## config.mk

```make
export PLATFORM = sky130hd
export DESIGN_NAME = tagbus_resv_station
export DESIGN_NICKNAME = d
export VERILOG_FILES = /design/src/rtl/rsv_pkg.sv /design/src/rtl/rsv_regstat.sv /design/src/rtl/rsv_entry.sv /design/src/rtl/rsv_select.sv /design/src/rtl/tagbus_resv_station.sv
export SDC_FILE = /design/constraint.sdc
export NUM_CORES = 1
export LEC_CHECK = 0
export ABC_AREA = 1
export BUFFER_PORTS_ARGS = -buffer_cell sky130_fd_sc_hd__buf_2
export CORE_MARGIN = 8
export CORE_UTILIZATION = 26
export DETAILED_ROUTE_END_ITERATION = 8
export HOLD_SLACK_MARGIN = 0.08
export SLEW_MARGIN = 5
export SYNTH_ARGS = -nofsm -noshare
export SYNTH_HDL_FRONTEND = slang
export SYNTH_SLANG_ARGS = --single-unit
```

## constraint.sdc

```tcl
create_clock -name clk -period 6.5 [get_ports clk]
set_input_delay 0.975 -clock clk [delete_from_list [all_inputs] [get_ports clk]]
set_output_delay 0.975 -clock clk [all_outputs]
set_load 0.01 [all_outputs]
```

## src/rtl/rsv_pkg.sv

```systemverilog
package rsv_pkg;
  parameter int unsigned RS_ENTRIES = 4;
  parameter int unsigned RS_NREG    = 8;
  parameter int unsigned RS_DATA_W  = 16;
endpackage

```

## src/rtl/rsv_regstat.sv

```systemverilog
module rsv_regstat #(
  parameter int unsigned NREG   = 8,
  parameter int unsigned RA_W   = $clog2(NREG),
  parameter int unsigned DATA_W = 16,
  parameter int unsigned TAG_W  = 2
) (
  input  logic              clk,
  input  logic              rst_n,
  input  logic [RA_W-1:0]   rd1_i,
  input  logic [RA_W-1:0]   rd2_i,
  input  logic              ren_i,
  input  logic [RA_W-1:0]   ren_reg_i,
  input  logic [TAG_W-1:0]  ren_tag_i,
  input  logic              cdb_valid_i,
  input  logic [TAG_W-1:0]  cdb_tag_i,
  input  logic [DATA_W-1:0] cdb_data_i,
  output logic              s1_rdy_o,
  output logic [TAG_W-1:0]  s1_tag_o,
  output logic [DATA_W-1:0] s1_val_o,
  output logic              s2_rdy_o,
  output logic [TAG_W-1:0]  s2_tag_o,
  output logic [DATA_W-1:0] s2_val_o
);
  logic              busy_q [NREG];
  logic [TAG_W-1:0]  tag_q  [NREG];
  logic [DATA_W-1:0] val_q  [NREG];

  always_comb begin
    s1_tag_o = tag_q[rd1_i];
    s2_tag_o = tag_q[rd2_i];
    if (!busy_q[rd1_i]) begin
      s1_rdy_o = 1'b1; s1_val_o = val_q[rd1_i];
    end else if (cdb_valid_i && cdb_tag_i == tag_q[rd1_i]) begin
      s1_rdy_o = 1'b1; s1_val_o = cdb_data_i;
    end else begin
      s1_rdy_o = 1'b0; s1_val_o = val_q[rd1_i];
    end
    if (!busy_q[rd2_i]) begin
      s2_rdy_o = 1'b1; s2_val_o = val_q[rd2_i];
    end else if (cdb_valid_i && cdb_tag_i == tag_q[rd2_i]) begin
      s2_rdy_o = 1'b1; s2_val_o = cdb_data_i;
    end else begin
      s2_rdy_o = 1'b0; s2_val_o = val_q[rd2_i];
    end
  end

  for (genvar g = 0; g < NREG; g++) begin : g_reg
    logic hit, ren_here;
    assign hit      = cdb_valid_i && busy_q[g] && (tag_q[g] == cdb_tag_i);
    assign ren_here = ren_i && (ren_reg_i == RA_W'(g));

    always_ff @(posedge clk) begin
      if (!rst_n) begin
        busy_q[g] <= 1'b0;
        tag_q[g]  <= '0;
        val_q[g]  <= DATA_W'(g);
      end else begin
        if (hit) begin
          val_q[g]  <= cdb_data_i;
          busy_q[g] <= 1'b0;
        end
        if (ren_here) begin
          busy_q[g] <= 1'b1;
          tag_q[g]  <= ren_tag_i;
        end
      end
    end


    reg_release_chk: assert property (@(posedge clk) disable iff (!rst_n)
      hit && !ren_here |=> !busy_q[g] && val_q[g] == $past(cdb_data_i));

    reg_keep_chk: assert property (@(posedge clk) disable iff (!rst_n)
      busy_q[g] && !hit && !ren_here |=> busy_q[g] && $stable(val_q[g]) && $stable(tag_q[g]));

    reg_rename_chk: assert property (@(posedge clk) disable iff (!rst_n)
      ren_here |=> busy_q[g] && tag_q[g] == $past(ren_tag_i));
  end
endmodule

```

## src/rtl/rsv_entry.sv

```systemverilog
module rsv_entry #(
  parameter int unsigned DATA_W = 16,
  parameter int unsigned TAG_W  = 2,
  parameter int unsigned AGE_W  = 2,
  parameter int unsigned MY_IDX = 0
) (
  input  logic              clk,
  input  logic              rst_n,
  input  logic              alloc_i,
  input  logic              alloc_any_i,
  input  logic              free_any_i,
  input  logic [AGE_W-1:0]  free_age_i,
  input  logic              s1_rdy_i,
  input  logic [TAG_W-1:0]  s1_tag_i,
  input  logic [DATA_W-1:0] s1_val_i,
  input  logic              s2_rdy_i,
  input  logic [TAG_W-1:0]  s2_tag_i,
  input  logic [DATA_W-1:0] s2_val_i,
  input  logic              cdb_valid_i,
  input  logic [TAG_W-1:0]  cdb_tag_i,
  input  logic [DATA_W-1:0] cdb_data_i,
  input  logic              disp_fire_i,
  output logic              valid_o,
  output logic              ready_o,
  output logic [AGE_W-1:0]  age_o,
  output logic [DATA_W-1:0] a_o,
  output logic [DATA_W-1:0] b_o
);
  logic              valid_q, sent_q, r1_q, r2_q;
  logic [TAG_W-1:0]  t1_q, t2_q;
  logic [DATA_W-1:0] v1_q, v2_q;
  logic [AGE_W-1:0]  age_q;
  logic              hit_self, wake1, wake2, older_gone;

  assign hit_self   = cdb_valid_i && valid_q && (cdb_tag_i == TAG_W'(MY_IDX));
  assign wake1      = cdb_valid_i && valid_q && !r1_q && (cdb_tag_i == t1_q);
  assign wake2      = cdb_valid_i && valid_q && !r2_q && (cdb_tag_i == t2_q);
  assign older_gone = free_any_i && !hit_self && (age_q > free_age_i);

  always_ff @(posedge clk) begin
    if (!rst_n) begin
      valid_q <= 1'b0; sent_q <= 1'b0; r1_q <= 1'b0; r2_q <= 1'b0;
      t1_q <= '0; t2_q <= '0; v1_q <= '0; v2_q <= '0; age_q <= '0;
    end else if (alloc_i) begin
      valid_q <= 1'b1; sent_q <= 1'b0;
      r1_q <= s1_rdy_i; t1_q <= s1_tag_i; v1_q <= s1_val_i;
      r2_q <= s2_rdy_i; t2_q <= s2_tag_i; v2_q <= s2_val_i;
      age_q <= '0;
    end else begin
      if (hit_self)    valid_q <= 1'b0;
      if (disp_fire_i) sent_q  <= 1'b1;
      if (wake1) begin r1_q <= 1'b1; v1_q <= cdb_data_i; end
      if (wake2) begin r2_q <= 1'b1; v2_q <= cdb_data_i; end
      if (valid_q) age_q <= age_q + AGE_W'(alloc_any_i) - AGE_W'(older_gone);
    end
  end

  assign valid_o = valid_q;
  assign ready_o = valid_q && !sent_q && r1_q && r2_q;
  assign age_o   = age_q;
  assign a_o     = v1_q;
  assign b_o     = v2_q;


  src1_wake_chk: assert property (@(posedge clk) disable iff (!rst_n)
    wake1 |=> r1_q && v1_q == $past(cdb_data_i));

  src2_wake_chk: assert property (@(posedge clk) disable iff (!rst_n)
    wake2 |=> r2_q && v2_q == $past(cdb_data_i));

  entry_free_chk: assert property (@(posedge clk) disable iff (!rst_n)
    hit_self |=> !valid_q);

  sent_stays_chk: assert property (@(posedge clk) disable iff (!rst_n)
    valid_q && sent_q && !hit_self |=> !ready_o);
endmodule

```

## src/rtl/rsv_select.sv

```systemverilog
module rsv_select #(
  parameter int unsigned ENTRIES = 4,
  parameter int unsigned TAG_W   = 2,
  parameter int unsigned AGE_W   = 2
) (
  input  logic                     clk,
  input  logic                     rst_n,
  input  logic [ENTRIES-1:0]       rdy_vec_i,
  input  logic [ENTRIES*AGE_W-1:0] ages_i,
  input  logic                     disp_ready_i,
  output logic                     disp_valid_o,
  output logic [TAG_W-1:0]         disp_tag_o
);
  logic             found;
  logic [TAG_W-1:0] best_tag;
  logic [AGE_W-1:0] best_age;
  logic             hold_q;
  logic [TAG_W-1:0] hold_tag_q;

  always_comb begin
    found    = 1'b0;
    best_tag = '0;
    best_age = '0;
    for (int i = 0; i < ENTRIES; i++) begin
      if (rdy_vec_i[i] && (!found || ages_i[i*AGE_W +: AGE_W] > best_age)) begin
        found    = 1'b1;
        best_tag = TAG_W'(i);
        best_age = ages_i[i*AGE_W +: AGE_W];
      end
    end
  end

  assign disp_valid_o = hold_q || found;
  assign disp_tag_o   = hold_q ? hold_tag_q : best_tag;

  always_ff @(posedge clk) begin
    if (!rst_n) begin
      hold_q     <= 1'b0;
      hold_tag_q <= '0;
    end else begin
      hold_q     <= disp_valid_o && !disp_ready_i;
      hold_tag_q <= disp_tag_o;
    end
  end


  pick_ready_chk: assert property (@(posedge clk) disable iff (!rst_n)
    disp_valid_o |-> rdy_vec_i[disp_tag_o]);

  idle_none_chk: assert property (@(posedge clk) disable iff (!rst_n)
    !disp_valid_o |-> rdy_vec_i == '0);
endmodule

```

## src/rtl/tagbus_resv_station.sv

```systemverilog
module tagbus_resv_station
  import rsv_pkg::*;
#(
  parameter int unsigned ENTRIES = RS_ENTRIES,
  parameter int unsigned NREG    = RS_NREG,
  parameter int unsigned DATA_W  = RS_DATA_W,
  localparam int unsigned TAG_W  = $clog2(ENTRIES),
  localparam int unsigned AGE_W  = $clog2(ENTRIES),
  localparam int unsigned RA_W   = $clog2(NREG)
) (
  input  logic              clk,
  input  logic              rst_n,
  input  logic              iss_valid,
  output logic              iss_ready,
  input  logic [RA_W-1:0]   iss_dst,
  input  logic [RA_W-1:0]   iss_src1,
  input  logic [RA_W-1:0]   iss_src2,
  output logic [TAG_W-1:0]  iss_tag,
  output logic              disp_valid,
  input  logic              disp_ready,
  output logic [TAG_W-1:0]  disp_tag,
  output logic [DATA_W-1:0] disp_a,
  output logic [DATA_W-1:0] disp_b,
  input  logic              cdb_valid,
  input  logic [TAG_W-1:0]  cdb_tag,
  input  logic [DATA_W-1:0] cdb_data
);
  logic [ENTRIES-1:0]       valid_vec, rdy_vec;
  logic [ENTRIES*AGE_W-1:0] ages;
  logic [DATA_W-1:0]        a_arr [ENTRIES];
  logic [DATA_W-1:0]        b_arr [ENTRIES];
  logic                     iss_fire, disp_fire, free_any;
  logic [AGE_W-1:0]         free_age;
  logic                     s1_rdy, s2_rdy;
  logic [TAG_W-1:0]         s1_tag, s2_tag;
  logic [DATA_W-1:0]        s1_val, s2_val;

  always_comb begin
    iss_ready = 1'b0;
    iss_tag   = '0;
    for (int i = ENTRIES - 1; i >= 0; i--) begin
      if (!valid_vec[i]) begin
        iss_ready = 1'b1;
        iss_tag   = TAG_W'(i);
      end
    end
  end

  assign iss_fire  = iss_valid && iss_ready;
  assign disp_fire = disp_valid && disp_ready;
  assign free_any  = cdb_valid && valid_vec[cdb_tag];
  assign free_age  = ages[cdb_tag*AGE_W +: AGE_W];

  rsv_regstat #(.NREG(NREG), .RA_W(RA_W), .DATA_W(DATA_W), .TAG_W(TAG_W)) u_regstat (
    .clk(clk), .rst_n(rst_n),
    .rd1_i(iss_src1), .rd2_i(iss_src2),
    .ren_i(iss_fire), .ren_reg_i(iss_dst), .ren_tag_i(iss_tag),
    .cdb_valid_i(cdb_valid), .cdb_tag_i(cdb_tag), .cdb_data_i(cdb_data),
    .s1_rdy_o(s1_rdy), .s1_tag_o(s1_tag), .s1_val_o(s1_val),
    .s2_rdy_o(s2_rdy), .s2_tag_o(s2_tag), .s2_val_o(s2_val)
  );

  for (genvar e = 0; e < ENTRIES; e++) begin : g_ent
    rsv_entry #(.DATA_W(DATA_W), .TAG_W(TAG_W), .AGE_W(AGE_W), .MY_IDX(e)) u_ent (
      .clk(clk), .rst_n(rst_n),
      .alloc_i(iss_fire && iss_tag == TAG_W'(e)),
      .alloc_any_i(iss_fire), .free_any_i(free_any), .free_age_i(free_age),
      .s1_rdy_i(s1_rdy), .s1_tag_i(s1_tag), .s1_val_i(s1_val),
      .s2_rdy_i(s2_rdy), .s2_tag_i(s2_tag), .s2_val_i(s2_val),
      .cdb_valid_i(cdb_valid), .cdb_tag_i(cdb_tag), .cdb_data_i(cdb_data),
      .disp_fire_i(disp_fire && disp_tag == TAG_W'(e)),
      .valid_o(valid_vec[e]), .ready_o(rdy_vec[e]),
      .age_o(ages[e*AGE_W +: AGE_W]),
      .a_o(a_arr[e]), .b_o(b_arr[e])
    );
  end

  rsv_select #(.ENTRIES(ENTRIES), .TAG_W(TAG_W), .AGE_W(AGE_W)) u_sel (
    .clk(clk), .rst_n(rst_n),
    .rdy_vec_i(rdy_vec), .ages_i(ages), .disp_ready_i(disp_ready),
    .disp_valid_o(disp_valid), .disp_tag_o(disp_tag)
  );

  assign disp_a = a_arr[disp_tag];
  assign disp_b = b_arr[disp_tag];


  alloc_sets_valid_chk: assert property (@(posedge clk) disable iff (!rst_n)
    iss_fire |=> valid_vec[$past(iss_tag)]);

  disp_hold_chk: assert property (@(posedge clk) disable iff (!rst_n)
    disp_valid && !disp_ready |=> disp_valid && disp_tag == $past(disp_tag)
      && disp_a == $past(disp_a) && disp_b == $past(disp_b));

  full_no_alloc_chk: assert property (@(posedge clk) disable iff (!rst_n)
    !iss_ready && !free_any |=> !iss_ready);
endmodule

```

======== After elaboration in Yosys (flattened, before gate mapping) ========
Memories as Yosys holds them, arrays and structs flattened.
Cells that the tools add are included.
operators by class
  eq/ne operators ......................... 34
  magnitude comparators ................... 9
  muxes and demuxes ....................... 156
  add/subtract/negate cells ............... 8
  bitwise operators ....................... 34
  shifts and indexed selects .............. 1
  multipliers ............................. 0
  div/mod/pow operators ................... 0
  reduce and logical (&&, ||, !) cells .... 129
operators by type and width
  kind                number
  $mux 16             32
  $mux 1              103
  $logic_and 1x1->1   85
  $bmux 16 s2         2
  $eq 2x2->1          18
  $mux 2              18
  $or 1x1->1          32
  $reduce_bool 2->1   12
  $logic_not 1->1     20
  $gt 2x2->1          7
  $eq 2x2->1 const B  6
  $eq 3x3->1 const B  4
  $add 2x1->2         4
  $reduce_or 2->1     4
  $shiftx 8x4->2      1
  $sub 2x1->2         4
  $eq 2x1->1 const B  3
  $eq 3x2->1 const B  2
  $logic_not 2->1     3
  $logic_or 1x1->1    4
  $eq 3x1->1 const B  1
  $ge 3x3->1 const B  1
  $logic_not 3->1     1
  $lt 2x3->1 const B  1
  other kinds (3)     3
word-level totals
  input port bits ......................... 32
  bits in latches ......................... 0
  flip-flop bits (word level) ............. 171
  memory bits (writable) .................. 152
  bits in read-only memories .............. 0
  output and inout bits ................... 38
  memories ................................ 3
memory list
  name              words  bits a word  rd ports  clocked after memory_dff  wr ports  line               RTL
  u_regstat.val_q   8      16           2         0                         8         rsv_regstat.sv:26  logic [DATA_W-1:0] val_q [NREG];
  u_regstat.tag_q   8      2            10        0                         8         rsv_regstat.sv:25  logic [TAG_W-1:0] tag_q [NREG];
  u_regstat.busy_q  8      1            10        0                         8         rsv_regstat.sv:24  logic busy_q [NREG];

======== Depth between registers and ports, before layout ========
Gate-level depths: netlist of run 1.
  depth in word-level cells ............... 22
  mapped depth ............................ 32
  depth with buffers taken out ............ 30

======== Modules after synthesis ========
A second synthesis of run 1 with hierarchy kept.
unflattened totals
  cell total of the unflattened synthesis .. 2968
  area total of the unflattened synthesis .. 20403.3 um2
modules (own cells, without submodules)
  module               seq. area each (um2)  times used  area an instance (um2)  cells each
  rsv_entry            840.8                 4           2493.6                  378
  rsv_regstat          4554.4                1           9068.7                  1159
  tagbus_resv_station  0.0                   1           965.9                   226
  rsv_select           60.1                  1           394.1                   71

======== Worst setup path after synthesis of run 1 ========
No wires, ideal clock.
  path kind ............................... register to output
  start point ............................. reg g_ent[0].u_ent.valid_q
  end point ............................... out disp_b[10]
  data required time ...................... 5525 ps
  stages on the path, launching flop included .. 32
  slack ................................... 1780 ps
  arrival ................................. 3745 ps
  cell sequence ........................... dfxtp_1 > nand4_1 > inv_1 > nand2_1 > ha_1 > inv_1 > nor2_1 > o21ai_0 > nand2_1 > nand2_1 > nand2_1 > o21ai_0 > ha_1 > inv_1 > nor2_1 > o21ai_0 > a21o_1 > nand2_1 > o21ai_0 > ha_1 > inv_1 > nor2_1 > o21ai_0 > nand3_1 > nand2_1 > nand2_1 > o21ai_2 > inv_2 > buf_2 > buf_2 > nand3_1 > nand4_1
between the ends
  word-level cells in the longest chain between the ends .. 21
  elaborated cells between the ends (all ways) .. 29
  those cells by class .................... 3 x order compare; 13 x mux; 1 x bitwise; 12 x reduce/logical
ends and longest elaborated chain
  what                                            line                       RTL
  start: declaration                              rsv_entry.sv:29            logic valid_q, sent_q, r1_q, r2_q;
  start signal: assignment                        rsv_entry.sv:42            valid_q <= 1'b0; sent_q <= 1'b0; r1_q <= 1'b0; r2_q <= 1'b0;
  start signal: assignment                        rsv_entry.sv:45            valid_q <= 1'b1; sent_q <= 1'b0;
  start signal: assignment                        rsv_entry.sv:50            if (hit_self) valid_q <= 1'b0;
  $logic_and 1x1->1 (*) (3 in a row)              rsv_entry.sv:59            assign ready_o = valid_q && !sent_q && r1_q && r2_q;
  $mux 2 or $mux 1 (tied branches)                rsv_select.sv:25           if (rdy_vec_i[i] && (!found || ages_i[i*AGE_W +: AGE_W] > best_age)) begin
  $gt 2x2->1 or $logic_not 1->1 (tied branches)   rsv_select.sv:25
  $logic_or 1x1->1                                rsv_select.sv:25
  $logic_and 1x1->1                               rsv_select.sv:25
  $mux 2 or $mux 1 (tied branches)                rsv_select.sv:25
  $gt 2x2->1 or $logic_not 1->1 (tied branches)   rsv_select.sv:25
  $logic_or 1x1->1                                rsv_select.sv:25
  (+3 left out)                                   --
  $logic_or 1x1->1                                rsv_select.sv:25
  $logic_and 1x1->1                               rsv_select.sv:25
  $mux 2 (*)                                      rsv_select.sv:25
  $mux 2 (*)                                      rsv_select.sv:34           assign disp_tag_o = hold_q ? hold_tag_q : best_tag;
  net disp_tag[1]                                 tagbus_resv_station.sv:21  output logic [TAG_W-1:0] disp_tag,
  $not 2->3 (implied by the code) (*)             tagbus_resv_station.sv:85  assign disp_b = b_arr[disp_tag];
  $bmux 16 s2 (*)                                 tagbus_resv_station.sv:85
  $mux 16 (implied by the code) (*) (2 in a row)  tagbus_resv_station.sv:85
  end: declaration                                tagbus_resv_station.sv:23  output logic [DATA_W-1:0] disp_b,
The timed path passes the listed nets; every way through them passes the cells marked *. The select of a mux whose other input is x is not followed.

======== Worst setup path after layout of run 1 ========
  start point ............................. reg g_ent[0].u_ent.valid_q
  end point ............................... out disp_b[5]
between the ends
  word-level cells in the longest chain between the ends .. 21
  elaborated cells between the ends (all ways) .. 29
  those cells by class .................... 3 x order compare; 13 x mux; 1 x bitwise; 12 x reduce/logical
ends and longest elaborated chain
  what                                            line
  $logic_and 1x1->1 (*) (3 in a row)              rsv_entry.sv:59
  $mux 2 or $mux 1 (tied branches)                rsv_select.sv:25
  $gt 2x2->1 or $logic_not 1->1 (tied branches)   rsv_select.sv:25
  $logic_or 1x1->1                                rsv_select.sv:25
  $logic_and 1x1->1                               rsv_select.sv:25
  $mux 2 or $mux 1 (tied branches)                rsv_select.sv:25
  $gt 2x2->1 or $logic_not 1->1 (tied branches)   rsv_select.sv:25
  $logic_or 1x1->1                                rsv_select.sv:25
  (+2 left out)                                   --
  $gt 2x2->1 or $logic_not 1->1 (tied branches)   rsv_select.sv:25
  $logic_or 1x1->1                                rsv_select.sv:25
  $logic_and 1x1->1                               rsv_select.sv:25
  $mux 2 (*)                                      rsv_select.sv:25
  $mux 2 (*)                                      rsv_select.sv:34
  $not 2->3 (implied by the code) (*)             tagbus_resv_station.sv:85
  $bmux 16 s2 (*)                                 tagbus_resv_station.sv:85
  $mux 16 (implied by the code) (*) (2 in a row)  tagbus_resv_station.sv:85
Every way passes the cells marked *; elsewhere a longest branch is shown, timed or not. The select of a mux whose other input is x is not followed.

==> out/metrics.cfg, run 1 <==
[drt]
ant_nets=0
drtPass1Iterations=7
vias=17665
top_layer=met5
route.met2.wl_um=29600
wl_per_cell_um=19.6
drt_iter0_drc=1926
met1_length_um=27900
vias_per_cell=5.24
remaining_drc_errors=0
wl_met3_um=5320
routed_wl_um=65900

[critical_path]
crit_arrival_ns=5.10
worstPathRequired_ns=5.52
cp_slowest_cell=dfxtp_1
slowest_delay_ns=0.46
path_class=reg2out
path_delay_family=simple AND/OR/NAND/NOR gates
critPathLaunchType=flop
crit_path_max_fanout=65
path_common_cell=nand2_1
worst_setup_path_end_kind=output pin
worst-path-buf-inv=7

[final_layout]
layout-drive-gt1-share_pct=7.50
nets=2457
diodes=0
area_growth_syn_to_layout_pct=11.2
postLayoutCoreUtil_pct=29.1

[synthesis]
yosysTopAreaCell=edfxtp_1
synth.top_cell.area_share_pct=24.8
synth_edf_count=151
synth_cell_type_count=49
yosysWarnings=0
ys_seq_area_share_pct=43.6
synth_area_leaders=edfxtp_1 (25%), dfxtp_1 (19%), nand3_1 (9.5%), nand2_1 (7.9%), a21oi_1 (5.8%)
ys.flop_type=dfxtp_1
avgSynthCellArea_um2=7.47
syn-num-nets=2504
syn_inst=2450
async_flop_share_pct=0
ys_ff_latch=323
syn_area_um2=18300

[clock_tree]
clkTransAtPathRegs_ns=0.06
cts_tree=yes
cts_buffer_depth=3
cts_root_buf=clkbuf_16
cts-buffers-inserted=36
clk_latency_ns=0.54
clock-sinks=323
htree_levels=2

[grt]
antenna_found_initial=2
grt_pass1_wl_um=99000
grt_usage_pct=16.0
first_global_vias=16424
grt-ovfl-total=0
grt_max_degree=114

[timing]
fmax_mhz=165
setup_viol=0
hold_viol=0
worstMarginPinSlew_ns=1.19
tns_ns=0
fin_crit_sh_pct=93.4
drv_slew=0
rsz0062_at_grt=false
maxSlewHeadroom_pct=20.5
clock_skew_ns=0.0199
period_needed_ns=6.07

[placement]
place_congestion=0.852
port_buffers=69
post-dp-hpwl_um=42400

[power]
powerDensity_nw_per_um2=242
ir_worst_vdd_v=0.000127
p_leak_nw=7.87

[worst_hold_path]
hold_class=reg2reg

[floorplan]
io_pins=70
die_w_um=281
die_area_um2=79100
start_util_pct=26.2
coreArea_um2=69900
rows=97
die_h_um=281

[outcome]
status=finished clean

[job]
cap_violations=0

-- layout by cell type (no fill, tap or decap), types with 2 or more instances in the layout --
cell type,count
clkinv_1,15
xor2_1,6
clkinv_2,4
nand2_2,6
o2111ai_1,7
nand3_1,346
a21oi_1,212
o2bb2ai_1,38
nand3_4,2
o22ai_1,35
edfxtp_1,151
nand4_1,67
a21boi_0,3
o31ai_1,12
o21ai_0,184
nor2_1,255
ha_1,22
o211ai_1,14
dfxtp_1,172
inv_2,10
a31oi_1,32
nand2_1,383
inv_1,214
o21ai_1,38
buf_2,66
o21ai_2,2
nand3_2,3
buf_4,23
nor3_1,8
clkbuf_1,13
xnor2_1,11
clkbuf_16,38
nand2_4,11
a2111oi_0,3
-- final timing paths --
check                                      startpoint  depth (start not counted)                                 end  slack [ns]
setup / recovery  g_ent[0].u_ent.valid_o$_SDFFE_PN0P_                         30                           disp_b[5]        0.43
hold / removal     g_ent[0].u_ent.sent_q$_SDFFE_PP0P_                          2  g_ent[0].u_ent.sent_q$_SDFFE_PP0P_        0.47
setup reg to reg  g_ent[0].u_ent.valid_o$_SDFFE_PN0P_                         26  g_ent[1].u_ent.sent_q$_SDFFE_PP0P_        2.07
hold reg to reg    g_ent[0].u_ent.sent_q$_SDFFE_PP0P_                          2  g_ent[0].u_ent.sent_q$_SDFFE_PP0P_        0.47
-- worst reg2reg max path, stage by stage, from the launching register on --
cell and delay (ns):
dfxtp_1 0.46, nand4_1 0.21, inv_1 0.11, nand2_1 0.07
ha_1 0.29, inv_1 0.04, nor2_1 0.07, o21ai_0 0.09
nand2_1 0.09, nand2_1 0.09, o21ai_0 0.25, ha_1 0.30
inv_1 0.06, nor2_1 0.03, o21ai_0 0.14, a21o_1 0.23
o21ai_0 0.11, ha_1 0.30, inv_1 0.04, nor2_1 0.07
o21ai_0 0.08, nand3_1 0.09, nand2_1 0.12, a21boi_4 0.16
buf_4 0.51, nand3_1 0.18, a21oi_1 0.16
-- registers in the layout (all words and copies together) (netlist names) --
register / count
g_ent.u_ent.a_o: 64
g_ent.u_ent.age_o: 8
g_ent.u_ent.b_o: 64
g_ent.u_ent.r1_q: 4
g_ent.u_ent.r2_q: 4
g_ent.u_ent.sent_q: 4
g_ent.u_ent.t1_q: 8
g_ent.u_ent.t2_q: 8
g_ent.u_ent.valid_o: 4
u_regstat.busy_q: 8
u_regstat.tag_q: 16
u_regstat.val_q: 128
u_sel.hold_q: 1
u_sel.hold_tag_q: 2
-- metal layers --
layer / vias to the layer above / GRT usage [%]
met3: 165 / 2.27
li1: 8386 / -
met4: 2 / 7.31
met5: - / 0
met1: 8305 / 21.5
met2: 807 / 25.3
-- through the flow --
stage               hold slack (ns)  total power, mW  worst slack [ns]  instances  instance area [µm²]
global route                  0.490             5.09            0.0295       3368                20300
global placement              0.444             2.97             0.902       3302                19200
detailed placement            0.452             2.97             0.849       3302                19200
CTS                           0.463             4.92             0.253       3365                20300
floorplan                     0.434             2.73              1.78       2450                18300
finish                        0.467             4.92             0.426       3368                20300
-- what timing repair did --
item,in CTS,in global routing
hold endpoints to repair,0,0
resized for setup,0,3
hold buffers,0,0
endpoints found under the setup margin,0,23
setup buffers,0,2
-- synth_stat cells, types with 14 or more instances --
master,count
nand3_1,347
o211ai_1,14
nor2_1,255
buf_2,58
o2bb2ai_1,38
buf_1,21
o21ai_0,184
ha_1,22
a31oi_1,32
o22ai_1,35
edfxtp_1,151
nand4_1,67
inv_1,215
clkbuf_1,84
a21oi_1,212
o21ai_1,38
dfxtp_1,172
nand2_1,384
-- cell families (layout without fill, tap and decap cells) --
kind of cell               Yosys count  after routing  synth area share, %
and+or+nand+nor                   1088           1088                 26.7
AOI/OAI and AO/OA                  586            587                 18.1
buffers and inverters              414            391                 9.34
DFF                                323            323                 43.6
adders and majority gates           22             22                 1.50
xor gates and xnor gates            17             17                0.814
-- layout make-up --
class                           instances  area, µm²
Clock buffer                           52       1010
Inverter                              236        890
Timing Repair Buffer                   92        549
Clock inverter                         11       88.8
Sequential cell                       323       7980
Multi-Input combinational cell       1714       8640
Fill cell                            7683      49600
Tap cell                              940       1180
-- report_power, final --
part	internal (mW)	switching, mW	total (mW)
clock	1.12	0.857	1.98
combinational	0.177	0.492	0.668
sequential	2.21	0.0575	2.27
Note: power is estimated with default switching activity, not from simulation.
==> run 2, diff against run 1 <==
CTS_BUF_LIST = sky130_fd_sc_hd__clkbuf_4 sky130_fd_sc_hd__clkbuf_8 sky130_fd_sc_hd__clkbuf_16   (was default)
REMOVE_ABC_BUFFERS = 1   (was default)
==> run 2 against run 1 <==
  * Setup slack better by 0.065 ns
  * Utilization grew 0.17 points
  * Routed wire length is 2.5% higher
  * Clock skew down 0.0065 ns
  * First-iteration DRC count up 2.0%
  * Die area did not move
  * Sequential power barely moved
  * Design area rose by 0.58%
  * Clock power increased by 4%
  * Hold slack improved by 0.0021 ns
  * Flip-flop and latch count is the same
  * Maximum frequency grew 1.1%
  * Highest routed layer unchanged
==> out/metrics.cfg, run 2 (synthesis gave the netlist of run 1 again) <==
[outcome]
status=finished clean

[grt]
grt_max_degree=114  ; unchanged
grt_pass1_wl_um=102000  ; +3.3%
grt-ovfl-total=0  ; unchanged
grt_usage_pct=16.6  ; +0.56 points
first_global_vias=16817  ; +2.4%
antenna_found_initial=4  ; +2

[timing]
period_needed_ns=6.01  ; -0.0654 ns
hold_viol=0  ; unchanged
holdWs_ns=0.469  ; +0.00213 ns
rsz0062_at_grt=false
maxSlewHeadroom_pct=21.1  ; +0.66 points
clock_skew_ns=0.0135  ; -0.00647 ns
tns_ns=0  ; unchanged
worstMarginPinSlew_ns=1.18  ; -0.00946 ns
fmax_mhz=166  ; +1.1%
drv_slew=0  ; unchanged
fin_crit_sh_pct=92.4  ; -1.0 points
setup_viol=0  ; unchanged

[power]
p_int_mw=3.60  ; +2.5%
powerDensity_nw_per_um2=245  ; +1.1%
p_clk_share_pct=41.1  ; +0.8 points
p_leak_nw=7.96  ; +1.1%
share_seq_of_total_power_pct=45.2  ; -0.9 points
p_switching_mw=1.40  ; -0.28%
swShare_pct=28.0  ; -0.56 points
ir_worst_vdd_v=0.000122  ; -4.3%
p_comb_share_pct=13.7  ; about the same

[final_layout]
final_common_cell=nand2_1
largest-register=u_regstat.val_q
nets=2460  ; +0.12%
area_growth_syn_to_layout_pct=11.8
largest_reg_flops=128  ; unchanged
layout_common_cells=nand2_1 (382), nand3_1 (346), nor2_1 (255)
fillCellCount=7617  ; -0.86%
layout-drive-gt1-share_pct=8.35  ; +0.86 points

[critical_path]
startpoint=g_ent[0].u_ent.valid_o$_SDFFE_PN0P_
crit_path_max_fanout=67  ; +3.1%
r2r_end=g_ent[3].u_ent.sent_q$_SDFFE_PP0P_
worstPathRequired_ns=5.52  ; about the same
worstRegToRegCells=28  ; +7.7%
crit_arrival_ns=5.03  ; -0.07 ns
ff2ff_setup_slack_ns=2.09  ; +0.02 ns
setup.worst_path.end=disp_a[14]
critPathLaunchType=flop
path_common_cell=nand2_1
slowest_delay_ns=0.46  ; about the same
worst_setup_path_end_kind=output pin
rr_startpoint=g_ent[0].u_ent.valid_o$_SDFFE_PN0P_
cp_slowest_cell=dfxtp_1
path_class=reg2out

[drt]
remaining_drc_errors=0  ; unchanged
routed_wl_um=67500  ; +2.5%
drt_iter0_drc=1965  ; +2.0%
vias_per_cell=5.25  ; about the same
ant_nets=0  ; unchanged
vias=17681  ; +0.091%
drtPass1Iterations=6  ; -1
wl_per_cell_um=20.0  ; +2.4%

[floorplan]
rows=97  ; unchanged
io_pins=70  ; unchanged
die_area_um2=79100  ; unchanged
die_h_um=281  ; unchanged
die_w_um=281  ; unchanged
start_util_pct=26.2  ; unchanged
coreArea_um2=69900  ; unchanged

[placement]
place_congestion=0.841  ; -1.3%
post-dp-hpwl_um=42900  ; +1.2%
port_buffers=69  ; unchanged

[clock_tree]
htree_levels=2  ; unchanged
clock-sinks=323  ; unchanged
cts_root_buf=clkbuf_16
cts_tree=yes
cts_buffer_depth=3  ; unchanged
cts-buffers-inserted=36  ; unchanged
clkTransAtPathRegs_ns=0.06  ; about the same
clk_latency_ns=0.53  ; about the same

[job]
cap_violations=0  ; unchanged

[worst_hold_path]
hold_class=reg2reg

## run 2: cell count changes in the layout (fill, tap and decap cells not counted), moves of 3 or more
cell / change
clkbuf_1: -13
buf_4: +3
clkbuf_4: +14
clkinv_1: -5
clkbuf_8: +6
buf_12: +3
## run 2: final cells by class
class | instances | area, µm² | area share [%]
clock buffers | 59 | 1150 | 5.63
diodes | 1 | 2.50 | 0.0122
multi-input cells | 1713 | 8630 | 42.2
clock inverters | 3 | 15.0 | 0.0734
repair buffers | 96 | 606 | 2.96
flip-flops and latches | 323 | 7980 | 39.0
inverters | 236 | 891 | 4.36
well taps | 940 | 1180 | 5.75
## run 2: power groups by stage
stage / Sequential (mW) / Combinational, mW / Clock [mW]
3_3_place_gp: 2.31 / 0.664 / 0
6_report: 2.26 / 0.684 / 2.06
5_1_grt: 2.27 / 0.745 / 2.17
3_5_place_dp: 2.30 / 0.671 / 0
2_1_floorplan: 2.29 / 0.389 / 0
4_1_cts: 2.26 / 0.673 / 2.08
## run 2: critical path: cells and delay by family (launching register included)
family	cells	cell delay (ns)
simple gates	13	1.35
buf+inv	6	0.79
compound gates	7	1.02
fa+ha+maj	3	0.88
flops	1	0.46
## run 2: metrics by stage
step | util, % | total power, mW | area (µm²) | cells | setup slack, ns
after global routing | 29.3 | 5.18 | 20500 | 3371 | 0.0247
after CTS | 29.2 | 5.02 | 20400 | 3368 | 0.173
final | 29.3 | 5.00 | 20500 | 3371 | 0.492
after global placement | 27.5 | 2.97 | 19200 | 3306 | 0.896
after detailed placement | 27.5 | 2.98 | 19200 | 3306 | 0.754
after floorplan | - | 2.68 | 17500 | 2272 | 0.594
## run 2: worst min-delay path by stage
stage,startpoint,cells past startpoint,endpoint
final,g_ent[3].u_ent.sent_q$_SDFFE_PP0P_,2,g_ent[3].u_ent.sent_q$_SDFFE_PP0P_
after detailed placement,g_ent[0].u_ent.sent_q$_SDFFE_PP0P_,2,g_ent[0].u_ent.sent_q$_SDFFE_PP0P_
after CTS,g_ent[0].u_ent.sent_q$_SDFFE_PP0P_,2,g_ent[0].u_ent.sent_q$_SDFFE_PP0P_
after global routing,g_ent[3].u_ent.sent_q$_SDFFE_PP0P_,2,g_ent[3].u_ent.sent_q$_SDFFE_PP0P_
after floorplan,g_ent[0].u_ent.sent_q$_SDFFE_PP0P_,2,g_ent[0].u_ent.sent_q$_SDFFE_PP0P_
after global placement,g_ent[0].u_ent.sent_q$_SDFFE_PP0P_,2,g_ent[0].u_ent.sent_q$_SDFFE_PP0P_
## run 2: timing repair
| action | 4_1_cts | 5_1_grt |
|---|---|---|
| setup endpoints to repair | 0 | 33 |
| gates resized for setup | 0 | 10 |
| hold buffers | 0 | 0 |
| buffers inserted | 0 | 2 |
## run 2: routing by layer
layer / share of wire (%) / wire length [µm] / vias to the layer above / GRT usage (%)
met5: 0.019 / 13 / - / 0
met4: 4.3 / 2930 / 2 / 6.99
met3: 7.9 / 5370 / 187 / 2.36
met2: 45 / 30500 / 797 / 26.8
met1: 43 / 28700 / 8340 / 22.0
li1: - / - / 8355 / -
